### src/rtl/strobe_seq_pkg.sv
package strobe_seq_pkg;
    // Sources that can open a strobe window in one cycle
    typedef struct packed {
        logic ext;    // delayed external trigger
        logic seq;    // periodic sequencer
        logic pls;    // automatic strobe after a pulse
    } start_src_t;
endpackage

### src/rtl/ss_trig_gate.sv
module ss_trig_gate #(
    parameter int unsigned DLY_W = 3
) (
    input  logic             clk,
    input  logic             rst,
    input  logic             trig_cmd_i,
    input  logic             busy_n_i,
    input  logic             busy_mon_i,
    input  logic [DLY_W-1:0] dly_i,
    output logic             accept_o,
    output logic             start_o
);
    localparam int unsigned DEPTH = (1 << DLY_W) - 1;

    typedef struct packed {
        logic [DEPTH-1:0] line;
    } gate_st_t;

    gate_st_t st_d, st_q;

    always_comb begin
        accept_o     = trig_cmd_i && !(busy_mon_i && !busy_n_i);
        st_d.line    = (st_q.line << 1) | DEPTH'(accept_o);
        if (dly_i == '0)
            start_o = accept_o;
        else
            start_o = st_q.line[dly_i - 1'b1];
    end

    always_ff @(posedge clk) begin
        if (rst) st_q <= '0;
        else     st_q <= st_d;
    end
endmodule

### src/rtl/ss_pulse_gen.sv
module ss_pulse_gen #(
    parameter int unsigned LEN_W = 16
) (
    input  logic             clk,
    input  logic             rst,
    input  logic             pulse_cmd_i,
    input  logic [LEN_W-1:0] len_i,
    input  logic [LEN_W-1:0] p2s_dly_i,
    input  logic             auto_en_i,
    output logic             pulse_o,
    output logic             fire_o
);
    typedef struct packed {
        logic             pulse;
        logic [LEN_W-1:0] pcnt;
        logic             armed;
        logic [LEN_W-1:0] dcnt;
    } pulse_st_t;

    pulse_st_t st_d, st_q;

    always_comb begin
        st_d   = st_q;
        fire_o = st_q.armed && (st_q.dcnt == '0) && auto_en_i;
        // pulse window
        if (pulse_cmd_i && (len_i != '0)) begin
            st_d.pulse = 1'b1;
            st_d.pcnt  = len_i - 1'b1;
        end else if (st_q.pulse) begin
            if (st_q.pcnt == '0) st_d.pulse = 1'b0;
            else                 st_d.pcnt  = st_q.pcnt - 1'b1;
        end
        // delay towards the automatic strobe
        if (pulse_cmd_i && (len_i != '0) && auto_en_i) begin
            st_d.armed = 1'b1;
            st_d.dcnt  = p2s_dly_i;
        end else if (st_q.armed) begin
            if (st_q.dcnt == '0) st_d.armed = 1'b0;
            else                 st_d.dcnt  = st_q.dcnt - 1'b1;
        end
    end

    assign pulse_o = st_q.pulse;

    always_ff @(posedge clk) begin
        if (rst) st_q <= '0;
        else     st_q <= st_d;
    end
endmodule

### src/rtl/ss_period_seq.sv
module ss_period_seq #(
    parameter int unsigned LEN_W = 16
) (
    input  logic             clk,
    input  logic             rst,
    input  logic             en_i,
    input  logic [LEN_W-1:0] gap_i,
    input  logic             strobe_i,
    output logic             fire_o
);
    typedef struct packed {
        logic [LEN_W-1:0] gcnt;
    } seq_st_t;

    seq_st_t st_d, st_q;

    always_comb begin
        st_d   = st_q;
        fire_o = en_i && !strobe_i && (st_q.gcnt >= gap_i);
        if (!en_i || strobe_i || fire_o) st_d.gcnt = '0;
        else                             st_d.gcnt = st_q.gcnt + 1'b1;
    end

    always_ff @(posedge clk) begin
        if (rst) st_q <= '0;
        else     st_q <= st_d;
    end
endmodule

### src/rtl/ss_strobe_win.sv
module ss_strobe_win #(
    parameter int unsigned LEN_W = 16,
    parameter int unsigned CNT_W = 16
) (
    input  logic             clk,
    input  logic             rst,
    input  logic             start_i,
    input  logic [LEN_W-1:0] len_i,
    output logic             strobe_o,
    output logic             frame_ext_o,
    output logic [CNT_W-1:0] strobe_cnt_o
);
    typedef struct packed {
        logic             strobe;
        logic [LEN_W-1:0] left;
        logic             fext;
        logic [CNT_W-1:0] scnt;
    } win_st_t;

    win_st_t st_d, st_q;

    always_comb begin
        st_d = st_q;
        if (start_i) begin
            if (st_q.strobe) begin
                st_d.fext = 1'b1;
            end else begin
                st_d.fext = 1'b0;
                st_d.scnt = st_q.scnt + 1'b1;
            end
            st_d.strobe = 1'b1;
            st_d.left   = len_i;
        end else if (st_q.strobe) begin
            if (st_q.left == '0) st_d.strobe = 1'b0;
            else                 st_d.left   = st_q.left - 1'b1;
        end
    end

    assign strobe_o     = st_q.strobe;
    assign frame_ext_o  = st_q.fext;
    assign strobe_cnt_o = st_q.scnt;

    always_ff @(posedge clk) begin
        if (rst) st_q <= '0;
        else     st_q <= st_d;
    end
endmodule

### src/rtl/strobe_seq.sv
module strobe_seq
    import strobe_seq_pkg::*;
#(
    parameter int unsigned LEN_W = 16,
    parameter int unsigned CNT_W = 16,
    parameter int unsigned DLY_W = 3
) (
    input  logic             clk,
    input  logic             rst,
    input  logic             trig_cmd_i,
    input  logic             pulse_cmd_i,
    input  logic             busy_n_i,
    input  logic [LEN_W-1:0] cfg_strobe_len_i,
    input  logic [LEN_W-1:0] cfg_gap_len_i,
    input  logic [LEN_W-1:0] cfg_p2s_delay_i,
    input  logic [LEN_W-1:0] cfg_pulse_len_i,
    input  logic [DLY_W-1:0] cfg_trig_delay_i,
    input  logic             cfg_busy_mon_i,
    input  logic             cfg_auto_seq_i,
    input  logic             cfg_auto_strobe_i,
    output logic             strobe_o,
    output logic             pulse_o,
    output logic             frame_ext_o,
    output logic [CNT_W-1:0] trig_count_o,
    output logic [CNT_W-1:0] strobe_count_o
);
    typedef struct packed {
        logic [CNT_W-1:0] tcnt;
    } top_st_t;

    top_st_t    st_d, st_q;
    start_src_t src;
    logic       ext_accept;
    logic       win_start;

    ss_trig_gate #(.DLY_W(DLY_W)) u_gate (
        .clk        (clk),
        .rst        (rst),
        .trig_cmd_i (trig_cmd_i),
        .busy_n_i   (busy_n_i),
        .busy_mon_i (cfg_busy_mon_i),
        .dly_i      (cfg_trig_delay_i),
        .accept_o   (ext_accept),
        .start_o    (src.ext)
    );

    ss_pulse_gen #(.LEN_W(LEN_W)) u_pulse (
        .clk         (clk),
        .rst         (rst),
        .pulse_cmd_i (pulse_cmd_i),
        .len_i       (cfg_pulse_len_i),
        .p2s_dly_i   (cfg_p2s_delay_i),
        .auto_en_i   (cfg_auto_strobe_i),
        .pulse_o     (pulse_o),
        .fire_o      (src.pls)
    );

    ss_period_seq #(.LEN_W(LEN_W)) u_seq (
        .clk      (clk),
        .rst      (rst),
        .en_i     (cfg_auto_seq_i),
        .gap_i    (cfg_gap_len_i),
        .strobe_i (strobe_o),
        .fire_o   (src.seq)
    );

    ss_strobe_win #(.LEN_W(LEN_W), .CNT_W(CNT_W)) u_win (
        .clk          (clk),
        .rst          (rst),
        .start_i      (win_start),
        .len_i        (cfg_strobe_len_i),
        .strobe_o     (strobe_o),
        .frame_ext_o  (frame_ext_o),
        .strobe_cnt_o (strobe_count_o)
    );

    always_comb begin
        win_start = src.ext || src.seq || src.pls;
        st_d.tcnt = st_q.tcnt + CNT_W'(ext_accept) + CNT_W'(src.seq) + CNT_W'(src.pls);
    end

    assign trig_count_o = st_q.tcnt;

    always_ff @(posedge clk) begin
        if (rst) st_q <= '0;
        else     st_q <= st_d;
    end
endmodule

### config.mk
export PLATFORM = sky130hd
export DESIGN_NAME = strobe_seq
export DESIGN_NICKNAME = d
export VERILOG_FILES = /design/src/rtl/strobe_seq_pkg.sv /design/src/rtl/ss_trig_gate.sv /design/src/rtl/ss_pulse_gen.sv /design/src/rtl/ss_period_seq.sv /design/src/rtl/ss_strobe_win.sv /design/src/rtl/strobe_seq.sv
export SDC_FILE = /design/constraint.sdc
export NUM_CORES = 1
export LEC_CHECK = 0
export ABC_AREA = 1
export BUFFER_PORTS_ARGS = -buffer_cell sky130_fd_sc_hd__buf_2
export CAP_MARGIN = 20
export CORE_ASPECT_RATIO = 0.5
export CORE_MARGIN = 1
export CORE_UTILIZATION = 28
export CTS_CLUSTER_SIZE = 16
export DETAILED_ROUTE_END_ITERATION = 12
export HOLD_SLACK_MARGIN = 0.03
export PLACE_DENSITY = 0.55
export SLEW_MARGIN = 20
export SYNTH_ARGS = -nofsm -noshare
export SYNTH_HDL_FRONTEND = slang
export SYNTH_SLANG_ARGS = --single-unit
export TNS_END_PERCENT = 100
### constraint.sdc
create_clock -name clk -period 5.7 [get_ports clk]
set_input_delay 1.14 -clock clk [delete_from_list [all_inputs] [get_ports clk]]
set_output_delay 1.14 -clock clk [all_outputs]
set_load 0.02 [all_outputs]
# Yosys cells after proc, flatten, opt, wreduce, memory -nomap -nowiden
# Cells that the tools add are included.
# W data, S select, Z words.
# op_classes
div_mod_pow	0
order_cmp	2
n_shift	0
n_reduce_logical	29
addsub	10
eq_ne	3
mul	0
bitwise	2
n_mux	16
# ops
op	n
$mux W17	6
$sub A16 B1 Y16 const B	4
$add A16 B1 Y16	3
$logic_not A16 Y1	3
$mux W16	3
$add A16 B1 Y16 const B	2
$ge A16 B16 Y1	1
$reduce_bool A16 Y1	1
$logic_and A1 B1 Y1	8
$reduce_and A2 Y1	4
$or A7 B1 Y7	1
$mux W1	6
$reduce_bool A2 Y1	3
$logic_not A1 Y1	4
$logic_or A1 B1 Y1	4
$lt A3 B4 Y1 const B	1
$ne A2 B1 Y1 const B	2
$bmux W1 S3	1
$logic_not A3 Y1	1
$sub A3 B1 Y3 const B	1
$ne A2 B2 Y1 const B	1
$reduce_or A2 Y1	1
$not A1 Y1	1
# totals
regBits	107
out_inout_bits	35
mem_count	0
romBits	0
mem_bits_rw	0
latch_bits	0

# Longest topological paths before layout
# Gate-level depths: netlist of the first run.
# depth
ltp_word	9
ltp_mapped	27

# Modules after synthesis
# A second synthesis of the first run with hierarchy kept.
# hier_totals
hier_cells	1152
area_unflattened_um2	7360.8
# by_module_without_submodules
module	seq_area_each_um2	area_each_um2	cells_each	n_inst
ss_pulse_gen	680.7	2755.1	469	1
ss_strobe_win	680.7	2173.3	348	1
ss_period_seq	320.3	1233.7	170	1
strobe_seq	320.3	859.6	112	1
ss_trig_gate	140.1	339.1	53	1

# Worst setup path before layout of the first run
# No wires, ideal clock.
# synth_path
path_type	input to register
from	input port cfg_gap_len_i[11]
to	register st_q, in the netlist trig_count_o[14]
cell_stages	21
t_arrival_ps	4305
required_time_ps	5570
setup_slack_ps	1265
path_cell_list	inv_1 -> ha_1 -> a21oi_1 -> o21ai_0 -> a21oi_1 -> nand2_1 -> nand2_2 -> buf_2 -> fa_1 -> inv_1 -> ha_1 -> inv_1 -> fa_1 -> nor2_1 -> nand2_1 -> nor3_1 -> nand3_1 -> nor2_1 -> nand3_1 -> nor2_1 -> a21oi_1
# synth_via
elab_chain_cells	4
# synth_lines
item	line_no	text
start, declared	strobe_seq.sv:14	input logic [LEN_W-1:0] cfg_gap_len_i,
$ge A16 B16 Y1	ss_period_seq.sv:19	fire_o = en_i && !strobe_i && (st_q.gcnt >= gap_i);
$logic_and A1 B1 Y1	ss_period_seq.sv:19	
$add A16 B1 Y16 (2 in series)	strobe_seq.sv:79	st_d.tcnt = st_q.tcnt + CNT_W'(ext_accept) + CNT_W'(src.seq) + CNT_W'(src.pls);
end signal, assigned	strobe_seq.sv:86	else st_q <= st_d;
end, declared	strobe_seq.sv:31	top_st_t st_d, st_q;
# No other way between the ends.
# A chain may end at the register's enable or synchronous reset.

# Worst setup path after layout of the first run
# layout_path
from	input port cfg_gap_len_i[7]
to	register st_q, in the netlist trig_count_o[14]
# The elaborated chain is that of the path after synthesis.

==> results of run 1 <==
## cell type report
class                   instances  area [um^2]
repair buffers                112          568
clock inverters                 6         95.1
flip-flops and latches        107         2140
fillers                      2657        16200
clock buffers                  10          239
multi-input cells             732         3980
well taps                     336          420
inverters                     151          567
## Yosys cell counts (15+ instances only)
library cell / number / share of area, %
nand2_1: 205 / 11
inv_1: 144 / 7.7
nor2_1: 121 / 6.5
dfxtp_1: 107 / 31
nand3_1: 84 / 6.0
a21oi_1: 53 / 3.8
o21ai_0: 49 / 3.5
xor2_1: 43 / 5.4
nand4_1: 40 / 3.6
ha_1: 26 / 4.7
nor3_1: 24 / 1.7
buf_4: 20 / 2.1
xnor2_1: 15 / 1.9
## worst reg2reg max path: stages (launching register included)
cell,delay [ns]
dfxtp_1,0.44
ha_1,0.30
a21oi_1,0.16
o21ai_0,0.10
a21oi_1,0.17
nand2_1,0.09
nand2_2,0.08
fa_1,0.41
inv_1,0.07
ha_1,0.17
inv_1,0.06
fa_1,0.40
nor2_1,0.15
nand2_1,0.08
nor3_1,0.28
nand3_1,0.20
nor2_1,0.17
nand3_1,0.11
nor2_1,0.11
a21oi_1,0.08
## kinds of logic after synthesis
family / after synthesis / synth area share [%]
AO/OA/AOI/OAI: 136 / 10.8
XOR/XNOR: 58 / 7.27
AND/OR/NAND/NOR: 510 / 33.7
flip-flops: 107 / 30.7
buffers and inverters: 197 / 12.4
adder cells (fa/ha/maj): 28 / 5.23
## per-layer routing
| layer | vias to the layer above | part of all wire [%] |
|---|---|---|
| met5 | - | 0 |
| li1 | 3484 | - |
| met3 | 12 | 2.9 |
| met4 | 0 | 0.74 |
| met2 | 77 | 47 |
| met1 | 2943 | 49 |
## stage by stage
| stage | hold slack (ns) | cell area (um^2) | setup WS, ns | instances | total power [mW] |
|---|---|---|---|---|---|
| floorplan | 0.403 | 6990 | 1.26 | 1036 | 1.26 |
| global placement | 0.415 | 7680 | 1.27 | 1438 | 1.37 |
| detailed placement | 0.413 | 7680 | 1.11 | 1438 | 1.37 |
| CTS | 0.424 | 8010 | 1.50 | 1454 | 2.09 |
| global route | 0.451 | 8010 | 1.05 | 1454 | 2.20 |
| finish | 0.421 | 8010 | 1.51 | 1454 | 2.06 |
## sequential cells by signal (all words and copies together) (netlist names)
register and count:
u_win.strobe_o 1, u_win.frame_ext_o 1, u_seq.st_q 16, u_gate.st_q 7
trig_count_o 16, u_pulse.st_q 33, u_pulse.pulse_o 1, u_win.strobe_cnt_o 16
u_win.st_q 16
## final timing paths
check | slack, ns | startpoint | cells past startpoint | end
setup / recovery | 1.51 | cfg_gap_len_i[7] | 25 | trig_count_o[14]
hold / removal | 0.42 | u_gate.st_q[3] | 2 | u_gate.st_q[4]
setup reg to reg | 1.99 | u_seq.st_q[11] | 19 | trig_count_o[14]
hold reg to reg | 0.42 | u_gate.st_q[3] | 2 | u_gate.st_q[4]
## cells in the final DEF (no fill, tap or decap), types with 3 or more instances in the layout
cell,count
inv_2,5
nand4_1,40
buf_2,109
o21ai_1,7
o31ai_1,3
xnor2_1,15
or2_2,5
nand2_4,3
nand3_1,84
clkbuf_16,9
nor3b_1,6
o21ai_2,11
buf_4,3
a31oi_1,6
nor2_2,4
o22ai_1,3
dfxtp_1,107
nor3_1,24
nor2_1,121
xor2_1,43
o21ai_0,49
a21oi_1,53
nand2_2,4
nand2_1,205
clkinv_1,3
ha_1,26
inv_1,143
## report_power, final
part / internal (mW) / switching, mW / total (mW)
Combinational: 0.183 / 0.328 / 0.512
Sequential: 0.796 / 0.0480 / 0.844
Clock: 0.402 / 0.304 / 0.707
==> reports/metrics.cfg, run 1 <==
[clock_tree]
ctsResizeCount=0
clock_latency_ns=0.35
clock-sinks=107
cts_buffer_depth=2
postCtsHoldBufs=0
post_cts_buffers=0
htree_num_levels=3
cts_tree=done
cts_inserted_buffers=9
clk_pin_slew_ns=0.07
clock-root-buffer=clkbuf_16

[synth]
ys_async_sr_fraction_pct=0
syn_area_per_cell_um2=6.74
synth_edf_count=0
synth_seq_cells=107
synth_cells=1036
syn_area_um2=6990
synth_warnings=0
ys_seq_area_share_pct=30.7
synth_ff_type=dfxtp_1
synth_cell_type_count=43
syn-num-nets=1139

[timing]
period_needed_ns=4.19
slew_headroom_pct=50.3
setup_tns_ns=0
worst_pin_slew_ns=0.745
finalHoldViolations=0
slew_viol_final=0
rsz0062_at_grt=no
fin_skew_ns=0.00946
setup_viol=0
period_share_pct=73.5
timing.fmax_mhz=239

[finish]
final_layout_size_suffix_gt1_share_pct=15.3
area_delta_synth_final_pct=14.7
layout.nets=1216
final_core_util_pct=33.1
diodes=0

[floorplanning]
die_area_um2=25600
ioPinCount=110
initial_core_util_pct=28.8
fp-row-count=40
die_w_um=225
fp.dieH_um=114
core_area_um2=24200

[detailed_routing]
routed_via_density=4.48
drtPass1Iterations=5
num_vias=6516
ant_nets=0
finalWirelength_um=17500
drc=0
wl_per_cell_um=12.1
first_iter_violations=362

[worst_setup_path]
cp.buffers_inverters=5
critPathTopFamily=simple AND/OR/NAND/NOR gates
critical_path.max_stage_delay_ns=0.43
crit_type=input pin to register
start_kind=input pin
cpMostUsedCell=nand2_1
cp-end-kind=register
critPathArrivalTime_ns=4.43
crit_path_top_delay_cell=fa_1
crit_required_ns=5.94
crit_fanout=4

[global_route]
grt_pass1_vias=6252
grt_antenna_before_repair=0
grt_use_total_pct=14.2
grt_first_pass_wirelength_um=29900
grt-ovfl-total=0
busiest_layer=met2
grt_max_degree=39
use_met3_pct=2.99
met2_usage_pct=24.6
met1_usage_pct=18.3

[job]
max-cap-violations=0

[power]
ir_drop_mv=0.134
p_leak_nw=3.73
p_per_area_nw_per_um2=257

[place]
place.port_buffers=109
place.gp.congestion=0.817
place_hpwl_um=12900

[hold_path]
hp-class=register to register

[outcome]
outcome=complete, no violations

Power figures use the tool's default switching activity.
==> run 2: changes to the inputs <==
PLACE_DENSITY = 0.57   (was 0.55)
clock period = 3.7 ns   (was 5.7 ns; I/O delays follow)
==> run 2 against run 1 <==
Core utilization up 0.66 points; clock power is 32% higher; combinational power is 57% higher; critical path depth unchanged; worst hold slack better by 0.0013 ns; largest power group unchanged.
==> reports/metrics.cfg, run 2 (synthesis gave the netlist of run 1 again) <==
[worst_setup_path]
crit_type=input pin to register
critical_path.max_stage_delay_ns=0.43  ; about the same
critPathArrivalTime_ns=3.75  ; -0.68 ns
crit_fanout=3  ; -1
crit_required_ns=3.94  ; -2.00 ns
r2r_start=u_seq.st_q[7]
crit_start=cfg_gap_len_i[7]
cp-end-kind=register
crit_path_top_delay_cell=fa_1
start_kind=input pin
cpMostUsedCell=nand2_1

[floorplanning]
die_w_um=225  ; unchanged
initial_core_util_pct=28.8  ; unchanged
core_area_um2=24200  ; unchanged
ioPinCount=110  ; unchanged
die_area_um2=25600  ; unchanged
fp-row-count=40  ; unchanged
fp.dieH_um=114  ; unchanged

[power]
p_per_area_nw_per_um2=371  ; +44%
p_leak_nw=3.75  ; +0.52%
ir_drop_mv=0.199  ; +48%

[timing]
worst_pin_slew_ns=0.655  ; -0.0905 ns
timing.fmax_mhz=285
setup_viol=0  ; unchanged
period_share_pct=94.8
finalHoldViolations=0  ; unchanged
slew_headroom_pct=56.2  ; +5.9 points
setup_tns_ns=0  ; unchanged
period_needed_ns=3.51
slew_viol_final=0  ; unchanged
fin_skew_ns=0.0106  ; +0.00109 ns

[hold_path]
hp-class=register to register
worstHoldStart=u_gate.st_q[2]

[finish]
final_layout_size_suffix_gt1_share_pct=18.0  ; +2.7 points
area_delta_synth_final_pct=17.0
final_common_cell=nand2_1
layout.nets=1225  ; +0.74%
largest_reg_flops=33  ; unchanged
top_register=u_pulse.st_q
fin_area_um2=8170  ; +2.0%
mostFrequentLayoutCells=nand2_1, inv_1, nor2_1

[global_route]
grt-ovfl-total=0  ; unchanged
grt_max_degree=59  ; +51%
grt_pass1_vias=6067  ; -3.0%
grt_antenna_before_repair=1  ; +1
grt_use_total_pct=13.7  ; -0.56 points
grt_first_pass_wirelength_um=28900  ; -3.6%

[detailed_routing]
drc=0  ; unchanged
wl_per_cell_um=11.9  ; -1.7%
finalWirelength_um=17400  ; -1.0%
drtPass1Iterations=4  ; -1
num_vias=6601  ; +1.3%
ant_nets=0  ; unchanged
first_iter_violations=338  ; -6.6%
routed_via_density=4.51  ; +0.61%

[clock_tree]
clock-root-buffer=clkbuf_16
htree_num_levels=3  ; unchanged
cts_inserted_buffers=9  ; unchanged
clock_latency_ns=0.36  ; about the same
clock-sinks=107  ; unchanged
clk_pin_slew_ns=0.07  ; about the same
cts_tree=done
cts_buffer_depth=2  ; unchanged

[place]
place.port_buffers=109  ; unchanged
place_hpwl_um=12900  ; -0.65%
place.gp.congestion=0.826  ; +1.0%
place_area_um2=7870  ; +2.5%

[job]
max-cap-violations=0  ; unchanged

[outcome]
outcome=complete, no violations

-- run 2: cell count changes in the layout (fill, tap and decap cells not counted), sizes merged --
cell	change
diode	+1
clkbuf	+1
bufinv	-2
buf	+8
clkinv	+2
-- run 2: per-stage QoR --
stage	std cells	hold slack [ns]	power [mW]	utilization, %	setup slack [ns]
after floorplan	1036	0.403	1.95	-	-0.0704
after global placement	1446	0.416	2.11	32.5	-0.187
after detailed placement	1446	0.412	2.13	32.5	-0.274
after CTS	1462	0.426	3.08	33.6	0.104
after global routing	1463	0.450	3.24	33.7	-0.0296
final	1464	0.422	3.03	33.7	0.194
-- run 2: area by class of cell --
class / count / area [um^2]
antenna: 1 / 2.50
clock buffer: 10 / 229
clock inverter: 6 / 48.8
fill: 2615 / 16100
inverter: 151 / 584
multi-input combinational: 732 / 4110
sequential: 107 / 2140
tap: 336 / 420
timing repair buffer: 121 / 638
-- run 2: where the power goes --
group          internal (mW)  switching, mW  leakage, nW
registers               1.23         0.0717        0.873
clock network          0.465          0.468        0.131
logic                  0.289          0.513         2.75
-- run 2: per-layer routing --
metal  global-route usage, %  share of wire [%]
met3                    2.63                3.1
met5                       0                  0
met2                    23.7                 47
met1                    17.4                 48
met4                    3.63                1.2
-- run 2: final timing paths --
check	endpoint	slack, ns	depth (start not counted)
worst min-delay path	u_gate.st_q[3]	0.42	2
worst max register to register	trig_count_o[14]	0.35	23
worst min register to register	u_gate.st_q[3]	0.42	2
worst max-delay path	trig_count_o[14]	0.19	25
-- run 2: timing repair --
item / in CTS / in global routing
gates resized for setup: 0 / 5
setup endpoints to repair: 0 / 3
buffers inserted: 0 / 1
hold buffers: 0 / 0
-- run 2: critical path, delay by kind of cell --
family	cells	cell delay, ns
buf+inv	5	0.36
fa+ha+maj	4	1.19
simple gates	15	1.39
compound gates	1	0.07
